--- config.mk ---
export PLATFORM = sky130hd
export DESIGN_NAME = ipc_mailbox
export DESIGN_NICKNAME = d
export VERILOG_FILES = /design/src/rtl/ipc_mailbox.sv
export SDC_FILE = /design/constraint.sdc
export NUM_CORES = 1
export LEC_CHECK = 0
export BUFFER_PORTS_ARGS = -buffer_cell sky130_fd_sc_hd__buf_2
export CORE_MARGIN = 5
export CORE_UTILIZATION = 50
export CTS_CLUSTER_SIZE = 40
export DETAILED_ROUTE_END_ITERATION = 16
export PLACE_DENSITY = 0.74
export SLEW_MARGIN = 10
export SYNTH_ARGS = -nofsm -noshare
export SYNTH_HDL_FRONTEND = slang
export SYNTH_SLANG_ARGS = --single-unit
--- constraint.sdc ---
create_clock -name clk -period 2 [get_ports clk]
set_input_delay 0.1 -clock clk [delete_from_list [all_inputs] [get_ports clk]]
set_output_delay 0.1 -clock clk [all_outputs]
set_load 0.05 [all_outputs]
--- src/rtl/ipc_mailbox.sv ---
module ipc_mailbox #(
  parameter int          AW      = 8,
  parameter logic [7:0]  INIT_ID = 8'h5A
) (
  input  logic          clk,
  input  logic          rst_n,
  input  logic          h_we,
  input  logic [AW-1:0] h_addr,
  input  logic [3:0]    h_be,
  input  logic [31:0]   h_wdata,
  output logic [31:0]   h_rdata,
  output logic          h_irq,
  output logic          c_irq,
  output logic [31:0]   c_cmd,
  output logic [31:0]   c_sptr,
  output logic [31:0]   c_dptr,
  input  logic [1:0]    c_wbuf_sel,
  output logic [31:0]   c_wbuf_data,
  input  logic          c_rbuf_we,
  input  logic [1:0]    c_rbuf_sel,
  input  logic [31:0]   c_rbuf_wdata,
  input  logic          c_done,
  input  logic          c_done_err,
  input  logic [7:0]    c_done_code
);
  localparam int HW = AW - 4;

  logic [31:0]       cmd_q, sptr_q, dptr_q;
  logic [3:0][31:0]  wbuf_q, rbuf_q;
  logic              busy_q, err_q;
  logic [7:0]        code_q, init_q;
  logic [3:0]        sub_q;

  logic full_wr, hit_cmd, hit_sptr, hit_dptr, hit_wbuf, hit_rbuf;
  logic cmd_ok, done_ok;
  logic [31:0] status_w;

  assign full_wr  = h_we && (h_be == 4'hF);
  assign hit_cmd  = h_addr == AW'(8'h00);
  assign hit_sptr = h_addr == AW'(8'h08);
  assign hit_dptr = h_addr == AW'(8'h0C);
  assign hit_wbuf = (h_addr[AW-1:4] == HW'(4'h8)) && (h_addr[1:0] == 2'b00);
  assign hit_rbuf = (h_addr[AW-1:4] == HW'(4'h9)) && (h_addr[1:0] == 2'b00);
  assign done_ok  = c_done && busy_q;
  assign cmd_ok   = full_wr && hit_cmd && !busy_q;
  assign status_w = {8'h00, code_q, init_q, sub_q, 2'b00, err_q, busy_q};

  always_ff @(posedge clk or negedge rst_n) begin
    if (!rst_n) begin
      cmd_q  <= '0;
      sptr_q <= '0;
      dptr_q <= '0;
      wbuf_q <= '0;
      rbuf_q <= '0;
      busy_q <= 1'b0;
      err_q  <= 1'b0;
      code_q <= '0;
      init_q <= '0;
      sub_q  <= '0;
      c_irq  <= 1'b0;
      h_irq  <= 1'b0;
    end else begin
      c_irq <= cmd_ok;
      h_irq <= done_ok && cmd_q[8];
      if (full_wr && hit_sptr) sptr_q <= h_wdata;
      if (full_wr && hit_dptr) dptr_q <= h_wdata;
      if (full_wr && hit_wbuf) wbuf_q[h_addr[3:2]] <= h_wdata;
      if (c_rbuf_we) rbuf_q[c_rbuf_sel] <= c_rbuf_wdata;
      if (cmd_ok) begin
        cmd_q  <= h_wdata;
        busy_q <= 1'b1;
        err_q  <= 1'b0;
        code_q <= '0;
        sub_q  <= h_wdata[15:12];
        init_q <= INIT_ID;
      end else if (done_ok) begin
        busy_q <= 1'b0;
        err_q  <= c_done_err;
        code_q <= c_done_code;
      end
    end
  end

  always_comb begin
    h_rdata = '0;
    if (h_addr == AW'(8'h04))  h_rdata = status_w;
    else if (hit_sptr)         h_rdata = sptr_q;
    else if (hit_dptr)         h_rdata = dptr_q;
    else if (hit_wbuf)         h_rdata = wbuf_q[h_addr[3:2]];
    else if (hit_rbuf)         h_rdata = rbuf_q[h_addr[3:2]];
  end

  assign c_cmd       = cmd_q;
  assign c_sptr      = sptr_q;
  assign c_dptr      = dptr_q;
  assign c_wbuf_data = wbuf_q[c_wbuf_sel];


  cmd_post_chk: assert property (@(posedge clk) disable iff (!rst_n)
    (h_we && h_be == 4'hF && h_addr == AW'(8'h00) && !busy_q) |=> (c_irq && busy_q));

  busy_drop_chk: assert property (@(posedge clk) disable iff (!rst_n)
    (busy_q && !c_done) |=> (!c_irq && $stable(cmd_q) && busy_q));

  done_clear_chk: assert property (@(posedge clk) disable iff (!rst_n)
    (c_done && busy_q) |=> (!busy_q && err_q == $past(c_done_err)));

  host_irq_chk: assert property (@(posedge clk) disable iff (!rst_n)
    h_irq |-> $past(c_done && busy_q && cmd_q[8]));

  partial_drop_chk: assert property (@(posedge clk) disable iff (!rst_n)
    (h_we && h_be != 4'hF) |=> ($stable(sptr_q) && $stable(dptr_q) && $stable(wbuf_q) && !c_irq));

  rbuf_host_chk: assert property (@(posedge clk) disable iff (!rst_n)
    !c_rbuf_we |=> $stable(rbuf_q));

  collide_chk: assert property (@(posedge clk) disable iff (!rst_n)
    (c_done && busy_q && h_we && h_addr == AW'(8'h00)) |=> (!busy_q && !c_irq));
endmodule

Yosys cells after proc, flatten, opt, wreduce, memory -nomap -nowiden
Index checks and enable logic that the tools add are counted.
{"block": "totals", "out_inout_bits": 162, "reg_bits": 369, "input_bits": 94, "elab_cells": 68}
{"block": "classes", "muxes": 23, "reduce_logical": 16, "magnitude_cmp": 5, "n_eq_ne": 6}
{"operator": "2-to-1 mux 32 bit", "n": 10}
{"operator": "bitwise mux 128 bit", "n": 2}
{"operator": "binary-select mux 32 bit (select 2 bit)", "n": 3}
{"operator": "demux 32 bit (select 2 bit)", "n": 2}
{"operator": "equality test 8 x 4 -> 1 bit, second input constant", "n": 2}
{"operator": "2-to-1 mux 8 bit", "n": 2}
{"operator": "equality test 4 bit, second input constant", "n": 3}
{"operator": "logical AND 1 bit", "n": 12}
{"operator": "less-than comparator 2 x 3 -> 1 bit, second input constant", "n": 3}
{"operator": "equality test 8 x 3 -> 1 bit, second input constant", "n": 1}
{"operator": "zero test 8 bit", "n": 1}
{"operator": ">= comparator 2 x 1 -> 1 bit, second input constant", "n": 2}
{"operator": "2-to-1 mux 1 bit", "n": 4}
{"operator": "zero test 2 bit", "n": 1}
{"operator": "nonzero test 2 bit", "n": 1}
{"operator": "zero test 1 bit", "n": 1}

Logic depth before layout (Yosys ltp)
Gate-level depths: netlist of run 1.
{"block": "depth", "word_depth": 7, "ltp_mapped": 8, "depth_no_buf": 4}

Worst setup path before layout of run 1
No wires, ideal clock.
{"block": "synth_path", "path_type": "input port to output port", "from": "in h_addr[2]", "to": "out h_rdata[4]", "required_time_ns": 1.900, "setup_slack_ns": -0.577, "n_path_buf": 4, "arrival_time_ns": 2.477, "path_stages": 8, "cell_sequence": "buf_2 buf_2 buf_2 buf_2 mux2i_1 a2bb2oi_1 nor3_1 nor3_1"}
{"block": "synth_between", "elab_chain_len": 7}
{"item": "start: declaration", "line": "8", "rtl": "input logic [AW-1:0] h_addr,"}
{"item": "binary-select mux 32 bit (select 2 bit)", "line": "90", "rtl": "else if (hit_rbuf) h_rdata = rbuf_q[h_addr[3:2]];"}
{"item": "2-to-1 mux 32 bit (not written as such)", "line": "90"}
{"item": "2-to-1 mux 32 bit", "line": "90"}
{"item": "2-to-1 mux 32 bit", "line": "89", "rtl": "else if (hit_wbuf) h_rdata = wbuf_q[h_addr[3:2]];"}
{"item": "2-to-1 mux 32 bit", "line": "88", "rtl": "else if (hit_dptr) h_rdata = dptr_q;"}
{"item": "2-to-1 mux 32 bit", "line": "87", "rtl": "else if (hit_sptr) h_rdata = sptr_q;"}
{"item": "2-to-1 mux 32 bit (*)", "line": "86", "rtl": "if (h_addr == AW'(8'h04)) h_rdata = status_w;"}
{"item": "end: declaration", "line": "11", "rtl": "output logic [31:0] h_rdata,"}
Every way passes the cells marked *; elsewhere a longest branch is shown, timed or not. The select of a mux whose other input is x is not followed.

Worst setup path in the final report of run 1
{"block": "layout_path", "from": "reg wbuf_q[64] (netlist name)", "to": "out h_rdata[0]"}
{"block": "layout_between", "elab_chain_len": 6}
{"item": "start: declaration", "line": "29", "rtl": "logic [3:0][31:0] wbuf_q, rbuf_q;"}
{"item": "start signal: indexed assignment", "line": "67", "rtl": "if (full_wr && hit_wbuf) wbuf_q[h_addr[3:2]] <= h_wdata;"}
{"item": "binary-select mux 32 bit (select 2 bit)", "line": "89"}
{"item": "2-to-1 mux 32 bit (not written as such)", "line": "89"}
{"item": "2-to-1 mux 32 bit", "line": "89"}
{"item": "2-to-1 mux 32 bit", "line": "88"}
{"item": "2-to-1 mux 32 bit", "line": "87"}
{"item": "2-to-1 mux 32 bit", "line": "86"}
No other way between the ends. The select of a mux whose other input is x is not followed.

==> results of run 1 <==
[worst max-delay path, cell delays in order, from the launching register on]
cell	delay, ns
dfrtp_1	0.42
mux4_2	0.54
nand2b_4	0.16
a22oi_2	0.20
nor3_4	0.07
buf_12	0.16
[cell type report]
type                    count  area share
well taps                 455      0.0252
clock inverters            14     0.00775
clock buffers              54      0.0498
multi-input cells         678       0.361
inverters                   2    0.000332
diodes                      1    0.000111
repair buffers            429       0.151
flip-flops and latches    365       0.404
[state kept, by name (all words and copies together) (netlist names)]
name and flops:
wbuf_q 128, h_irq 1, code_q 8, err_q 1
c_cmd 32, init_q 1, c_irq 1, c_sptr 32
c_dptr 32, busy_q 1, rbuf_q 128
[repair_timing]
| item | 4_1_cts | 5_1_grt |
|---|---|---|
| pin swaps | 40 | 30 |
| hold endpoints to repair | 727 | 0 |
| resized for setup | 93 | 12 |
| setup buffers | 25 | 3 |
| hold buffers | 75 | 0 |
| endpoints found under the setup margin | 32 | 32 |
[layer usage]
metal / vias up / track usage / routed length [um] / share of wire
li1: 5047 / - / - / -
met2: 431 / 0.411 / 23900 / 0.48
met4: 2 / 0.0840 / 1660 / 0.033
met3: 113 / 0.0607 / 3540 / 0.071
met1: 6254 / 0.357 / 20600 / 0.42
met5: - / 0 / 7 / 0.00014
[kinds of logic (layout without fill, tap and decap cells)]
kind of cell / Yosys count / in the layout / share of synthesized area
other cells: 0 / 1 / 0
mux: 466 / 466 / 0.370
simple gates: 109 / 109 / 0.0374
compound gates: 103 / 103 / 0.0382
flops: 365 / 365 / 0.531
buf+inv: 89 / 499 / 0.0233
[power groups by stage]
stage | logic, mW | registers (mW) | clock network [mW]
after global placement | 1.85 | 8.26 | 0
after global routing | 2.26 | 8.23 | 7.74
final | 2.10 | 8.18 | 7.34
after detailed placement | 1.89 | 8.30 | 0
after floorplan | 1.08 | 8.24 | 0
after CTS | 2.09 | 8.17 | 7.45
[metrics by stage]
step | area [um^2] | std cells
after CTS | 22500 | 1994
after floorplan | 17400 | 1132
final | 22600 | 1998
after detailed placement | 19900 | 1827
after global routing | 22600 | 1998
after global placement | 19900 | 1827
[layout by cell type, fill, tap and decap left out, types with 24 or more instances in the layout]
cell and n:
buf_12 35, clkbuf_16 41, buf_2 219, buf_4 68, a22oi_2 36, o21ai_0 24, mux4_2 96, mux2_2 332
buf_6 31, dlygate4sd3_1 75, dfrtp_1 365
[how the worst min path moves through the flow]
stage	end	cells after the start
global route	rbuf_q[102]	2
CTS	rbuf_q[65]	2
finish	rbuf_q[70]	2
floorplan	busy_q	0
detailed placement	rbuf_q[102]	1
global placement	rbuf_q[102]	1
==> run summary, run 1 <==
The switching share of power came out at 0.238. The commonest cells after synthesis are dfrtp_1, mux2_2, mux4_2, clkbuf_1, a22oi_1. The fraction of registers with async set or reset after synthesis is 1.00. The initial core utilization is 0.502. The height of the die came out at about 200 um. The total wirelength of the detailed-routed design is approximately 50000 um. The synthesized design contains 0 enable-type register cells. The average instance in the mapped netlist occupies 15.2 um^2. TritonCTS built the clock tree. The congestion estimate from routability-driven global placement came to 0.866. The synthesis-stage register bit count is ~370. The post-synthesis instance area is 17200 um^2.

Entering global routing, the biggest net connects 85 pins. The cell accounting for the most synthesized area is dfrtp_1. The run finished, with violations left. The ratio of cells with drive above 1 in the final layout is 0.616.

The count of final max-slew check failures was 0. The power spent charging and discharging nets is 4.20 mW. The remaining antenna violation count is 0. The number of hold violations in the final report came out at 0. The area taken by multi-input logic gates is 8160 um^2. IR analysis of the VDD net gives a maximum drop of between 0.4 and 0.5 mV. The areal power density over the cells is roughly 780 nW/um^2. The terminus of the critical flop-to-flop path is c_cmd[29]. The total I/O pin count came out at 256.

Measured on the finished design, the core utilization comes to 0.659. Hold timing on the final database bottoms out at a slack of between 0.02 and 0.025 ns. The clock buffer count from CTS is 39. After synthesis, the netlist uses 34 different library cells. The timing startpoint of the critical path is wbuf_q[64].

The part of the cycle the worst path needs came out at 1.09. The count of standard-cell rows is roughly 70. Of the total power, registers draw 0.464.

Before CTS, the worst setup slack after placement is -0.157 ns. The share of total power dissipated in combinational logic is 0.119. The reg-to-reg startpoint is busy_q. The number of remaining DRC errors came out at 0.

The first-pass GRT wire length came out at 77400 um. From left edge to right edge, the die measures 196 um. Timing would allow up to 457 MHz. The post-detailed-route via-to-cell ratio came out at 5.93. The layout overhead on the synthesized area came out at 31.3%. The area of the core region came out at roughly 34000 um^2.

The area occupied by registers is between 9000 and 10000 um^2. The count of filler cells inserted in the layout is 2405. The worst path setup slack after routing came out at -0.188 ns. STA puts the critical path data arrival time at approximately 2.1 ns. The sequential area share after synthesis came out at 0.531. The half-perimeter wire length of the detailed placement result came out at 33700 um. The internal portion of the total power is 13.4 mW. The clock net sink count is between 300 and 400.

The via count came out at about 12000. The total routing resource utilization after global routing came out at 0.259. The floorplan step defined a die boundary enclosing 38200 um^2.

Global routing finished with a remaining overflow of 0. The final reports fail on setup timing. The critical path ends at h_rdata[0]. The count of maximum capacitance violations came out at 0. The data required time of the critical path is 1.90 ns. The final setup violation count is 21. The min-delay analysis places its worst path in the category in2async. The start-to-end type of the worst setup path is reg2out. The wire length per cell after detailed routing is about 25 um. The total power came out at 17.6 mW.

The tightest slew margin relative to the limit is 0.637. The shortest clock period the worst path allows after layout came out at 2.19 ns. The proportion of netlist area held by the largest area contributor came out at 0.531. The post-synthesis instance total is 1132.

The iteration count of the initial detailed-routing pass is 5. The buffer depth of the longest clock path came out at 3. The number of cells on the worst reg-to-reg path is 4. The share of power burned in the clock network is 0.417.

The first routing iteration left 632 violations. The count of warnings emitted by yosys is 0. The number of antenna violations at the first check in global routing came out at 2. The cell at the root of the clock tree is clkbuf_16. The leakage power of the design is 10.8 nW.

The worst-path maximum fanout is 2. STA classifies the critical path endpoint as an output pin. The net count after synthesis is approximately 1200.

Setup repair after global routing could not meet its margin everywhere. The register-to-register setup slack came out at ~0.15 ns. STA classifies the critical path startpoint as a flip-flop. Clock-pin slew was measured on the worst setup and hold paths at 0.06 ns. The clock latency reported for the late side of the worst-skew pair came out at 0.52 ns. The slew at the pin with the worst max-slew slack is 0.539 ns. The number of nets at the end of the flow came out at between 1500 and 2000.

The number of global-route vias before repair is 12800. The final clock skew is 0.0135 ns. During placement, the flow inserted port buffers numbering 255.

The accumulated negative setup slack is -1.20 ns. The most repeated cell in the gate-level netlist after synthesis is dfrtp_1. CTS built an H-tree with a depth of 2. By area the synthesized netlist is led by dfrtp_1, mux2_2, mux4_2. In the synthesized netlist the dominant register cell turns out to be dfrtp_1.
Note: power is estimated with default switching activity, not from simulation.
==> run 2: changes to the inputs <==
clock period = 1.85 ns   (was 2 ns; I/O delays follow)
==> run 2 against run 1 <==
  * The flow still finishes with violations (setup timing)
  * First-iteration DRC count rose by 6.2%
  * Count of clock-buffer cells in the layout increased by 2
  * Cell area rose by 1.5%
  * Hold slack better by 0.037 ns
  * Worst setup slack got worse by 0.13 ns
  * Final cell count is 2.0% higher
  * Combinational power is 11% higher
  * Wire length increased by 2.1%
  * Clock skew about the same
  * Via count grew 1.8%
  * Critical path depth did not move
  * Critical path type unchanged
  * Largest cell class unchanged
==> run summary, run 2 (synthesis results as in run 1) <==
The commonest non-fill, non-tap cell in the layout was dfrtp_1 (unchanged). The worst setup slack before clock tree synthesis came out at -0.264 ns (was -0.157 ns). The hold slack came out at 0.0583 ns (was 0.0214 ns). The family with the most delay on the worst path was multiplexers (unchanged). RSZ-0062 raised after global routing: yes (unchanged). The number of hold violations in the final report is 0 (unchanged). The floorplan die area is 38200 um^2 (unchanged).

The post-detailed-route via-to-cell ratio is 5.92 (was 5.93). The buffer and inverter count on the worst path came to 1 (unchanged). The start-to-end type of the worst setup path is reg2out (unchanged). The switching share of power came out at 0.246 (was 0.238).

The area of the core region was 34300 um^2 (unchanged). The number of global-route vias before repair came out at 12900 (was 12800). The clock-pin transition on the worst setup and hold timing paths came out at 0.06 ns (about the same). The cell at the root of the clock tree is clkbuf_16 (unchanged). The fraction of power consumed by combinational cells is 0.126 (was 0.119). The layout overhead on the synthesized area came out at 33.2% (was 31.3%). The total power is 18.5 mW (was 17.6 mW). The critical path endpoint category is an output pin (unchanged). The number of antenna violations at the first check in global routing came out at 2 (unchanged).

The worst IR drop on VDD came out at 0.506 mV (was 0.437 mV). After layout, the minimum clock period comes to 2.17 ns. The highest routed metal layer is met5 (unchanged). The remaining antenna violation count came to 0 (unchanged).

The cell area reported after detailed placement came to 20200 um^2 (was 19900 um^2). The area taken by multi-input logic gates is 8150 um^2 (was 8160 um^2). Ordered cell list for the critical path: mux4_2 > nand2b_4 > a22oi_2 > nor3_4 > buf_12 (unchanged).

The data required time of the critical path came to 1.76 ns (was 1.90 ns). The clock buffer count from CTS came out at 39 (unchanged). The slowest library cell on the worst path was mux4_2 (unchanged). The count of maximum capacitance violations came out at 0 (unchanged). The count of filler cells inserted in the layout came to 2343 (was 2405). The clock latency reported for the late side of the worst-skew pair is 0.53 ns (was 0.52 ns). The total wirelength of the detailed-routed design was 50800 um (was 49700 um).

The number of buffers inserted by port buffering is 255 (unchanged). The first-pass GRT wire length is 78400 um (was 77400 um). The count of standard-cell rows was 68 (unchanged). The leakage power of the design came out at 10.9 nW (was 10.8 nW).

The number of antenna cells inserted is 0 (was 1). The ratio of cells with drive above 1 in the final layout is 0.618 (was 0.616). The routability-driven placement congestion ratio came to 0.874 (was 0.866). The area occupied by registers came out at 9130 um^2 (unchanged).

The areal power density over the cells is 808 nW/um^2 (was 780 nW/um^2). The number of DRC markers in iteration 0 is 671 (was 632). The critical path arrival came out at 2.08 ns (was 2.09 ns). The delay contributed by the slowest stage of the critical path came out at 0.48 ns (was 0.54 ns). The maximum clock frequency came out at about 460 MHz. The routed metal-1 wire length came out at 20600 um (about the same). The accumulated negative setup slack came to -6.26 ns (was -1.20 ns). The die span in x is 196 um (unchanged).

The height of the die was 196 um (unchanged). The total I/O pin count came out at 256 (unchanged). The depth of the CTS H-tree is 2 (unchanged). The routed length on met2 came out at 24500 um (was 23900 um).

Largest registers: rbuf_q (128), wbuf_q (128) (unchanged). The final setup violation count came to 34 (was 21). The iteration count of the initial detailed-routing pass came out at 7 (was 5). The overflow left after global routing is 0 (unchanged). The wire length per cell after detailed routing is 24.9 um (about the same). The buffer depth of the longest clock path came to 3 (unchanged). The total routing resource utilization after global routing came out at 0.264 (was 0.259). The final clock skew came out at 0.0130 ns (was 0.0135 ns). The type of the most critical hold path was in2async (unchanged).

The part of the cycle the worst path needs is 1.17. The worst-path maximum fanout is 2 (unchanged). Run status: finished, violations left (unchanged). The slew at the pin with the worst max-slew slack is 0.484 ns (was 0.539 ns).

The clock net sink count came out at 365 (unchanged). The tightest slew margin relative to the limit is 0.677 (was 0.637). The half-perimeter wire length of the detailed placement result is 34900 um (was 33700 um). The count of final max-slew check failures is 0 (unchanged).

The category of the worst setup path launch point is a flip-flop (unchanged). The pin count of the biggest net entering global routing is 75 (was 85). The via count is 12100 (was 11800). The number of remaining DRC errors is 0 (unchanged). The initial core utilization came out at 0.502 (unchanged). Failing checks: setup timing (unchanged). The worst path setup slack after routing was -0.319 ns (was -0.188 ns). Commonest cells after routing, fill and taps aside: dfrtp_1, mux2_2, buf_2, buf_4, mux4_2 (was dfrtp_1, mux2_2, buf_2, mux4_2, dlygate4sd3_1). The power spent charging and discharging nets came to 4.55 mW (was 4.20 mW).

The share of power burned in the clock network was 0.396 (was 0.417). The clock tree from TritonCTS is built (unchanged). The register share of total power came to 0.478 (was 0.464). The internal power component came out at 14.0 mW (was 13.4 mW). The post-route standard cell area excluding fillers is 22900 um^2 (was 22600 um^2). The met3 wire length is 3810 um (was 3540 um). The number of nets at the end of the flow is 1650 (was 1609).
==> run 2: repair_timing <==
item	CTS	global route
resized for setup	100	33
endpoints found under the setup margin	32	46
hold endpoints to repair	727	0
setup buffers	40	6
hold buffers	75	0
pin swaps	52	15
==> run 2: power groups by stage <==
stage	combinational [mW]	sequential [mW]	clock [mW]
after floorplan	1.17	8.90	0
after global placement	2.01	8.93	0
after detailed placement	2.07	8.98	0
after CTS	2.32	8.84	7.42
after global routing	2.50	8.90	7.75
final	2.33	8.85	7.33
==> run 2: stage by stage <==
stage | cells | util
after floorplan | 1132 | -
after global placement | 1851 | 0.588
after detailed placement | 1851 | 0.588
after CTS | 2033 | 0.664
after global routing | 2037 | 0.669
final | 2037 | 0.669
==> run 2: per-layer routing <==
| layer | vias to the layer above | track usage |
|---|---|---|
| li1 | 5141 | - |
| met1 | 6328 | 0.367 |
| met2 | 484 | 0.420 |
| met3 | 98 | 0.0537 |
| met4 | 4 | 0.0905 |
| met5 | - | 0 |
==> run 2: final cells by class <==
| cell class | count | area share |
|---|---|---|
| Sequential cell | 365 | 0.398 |
| Clock inverter | 11 | 0.00415 |
| Multi-Input combinational cell | 678 | 0.356 |
| Tap cell | 455 | 0.0248 |
| Inverter | 2 | 0.000328 |
| Clock buffer | 56 | 0.0471 |
| Timing Repair Buffer | 470 | 0.169 |
==> run 2: worst paths after layout <==
path / start / to / slack, ns / cells after the start
setup / recovery: wbuf_q[116] / h_rdata[20] / -0.32 / 5
hold / removal: rst_n / rbuf_q[6] / 0.06 / 2
setup reg to reg: busy_q / c_cmd[16] / 0.03 / 4
hold reg to reg: init_q[1] / init_q[1] / 0.48 / 1
max in group asynchronous: rst_n / c_dptr[28] / 1.02 / 3
min in group clk: h_addr[3] / c_irq / 0.10 / 4
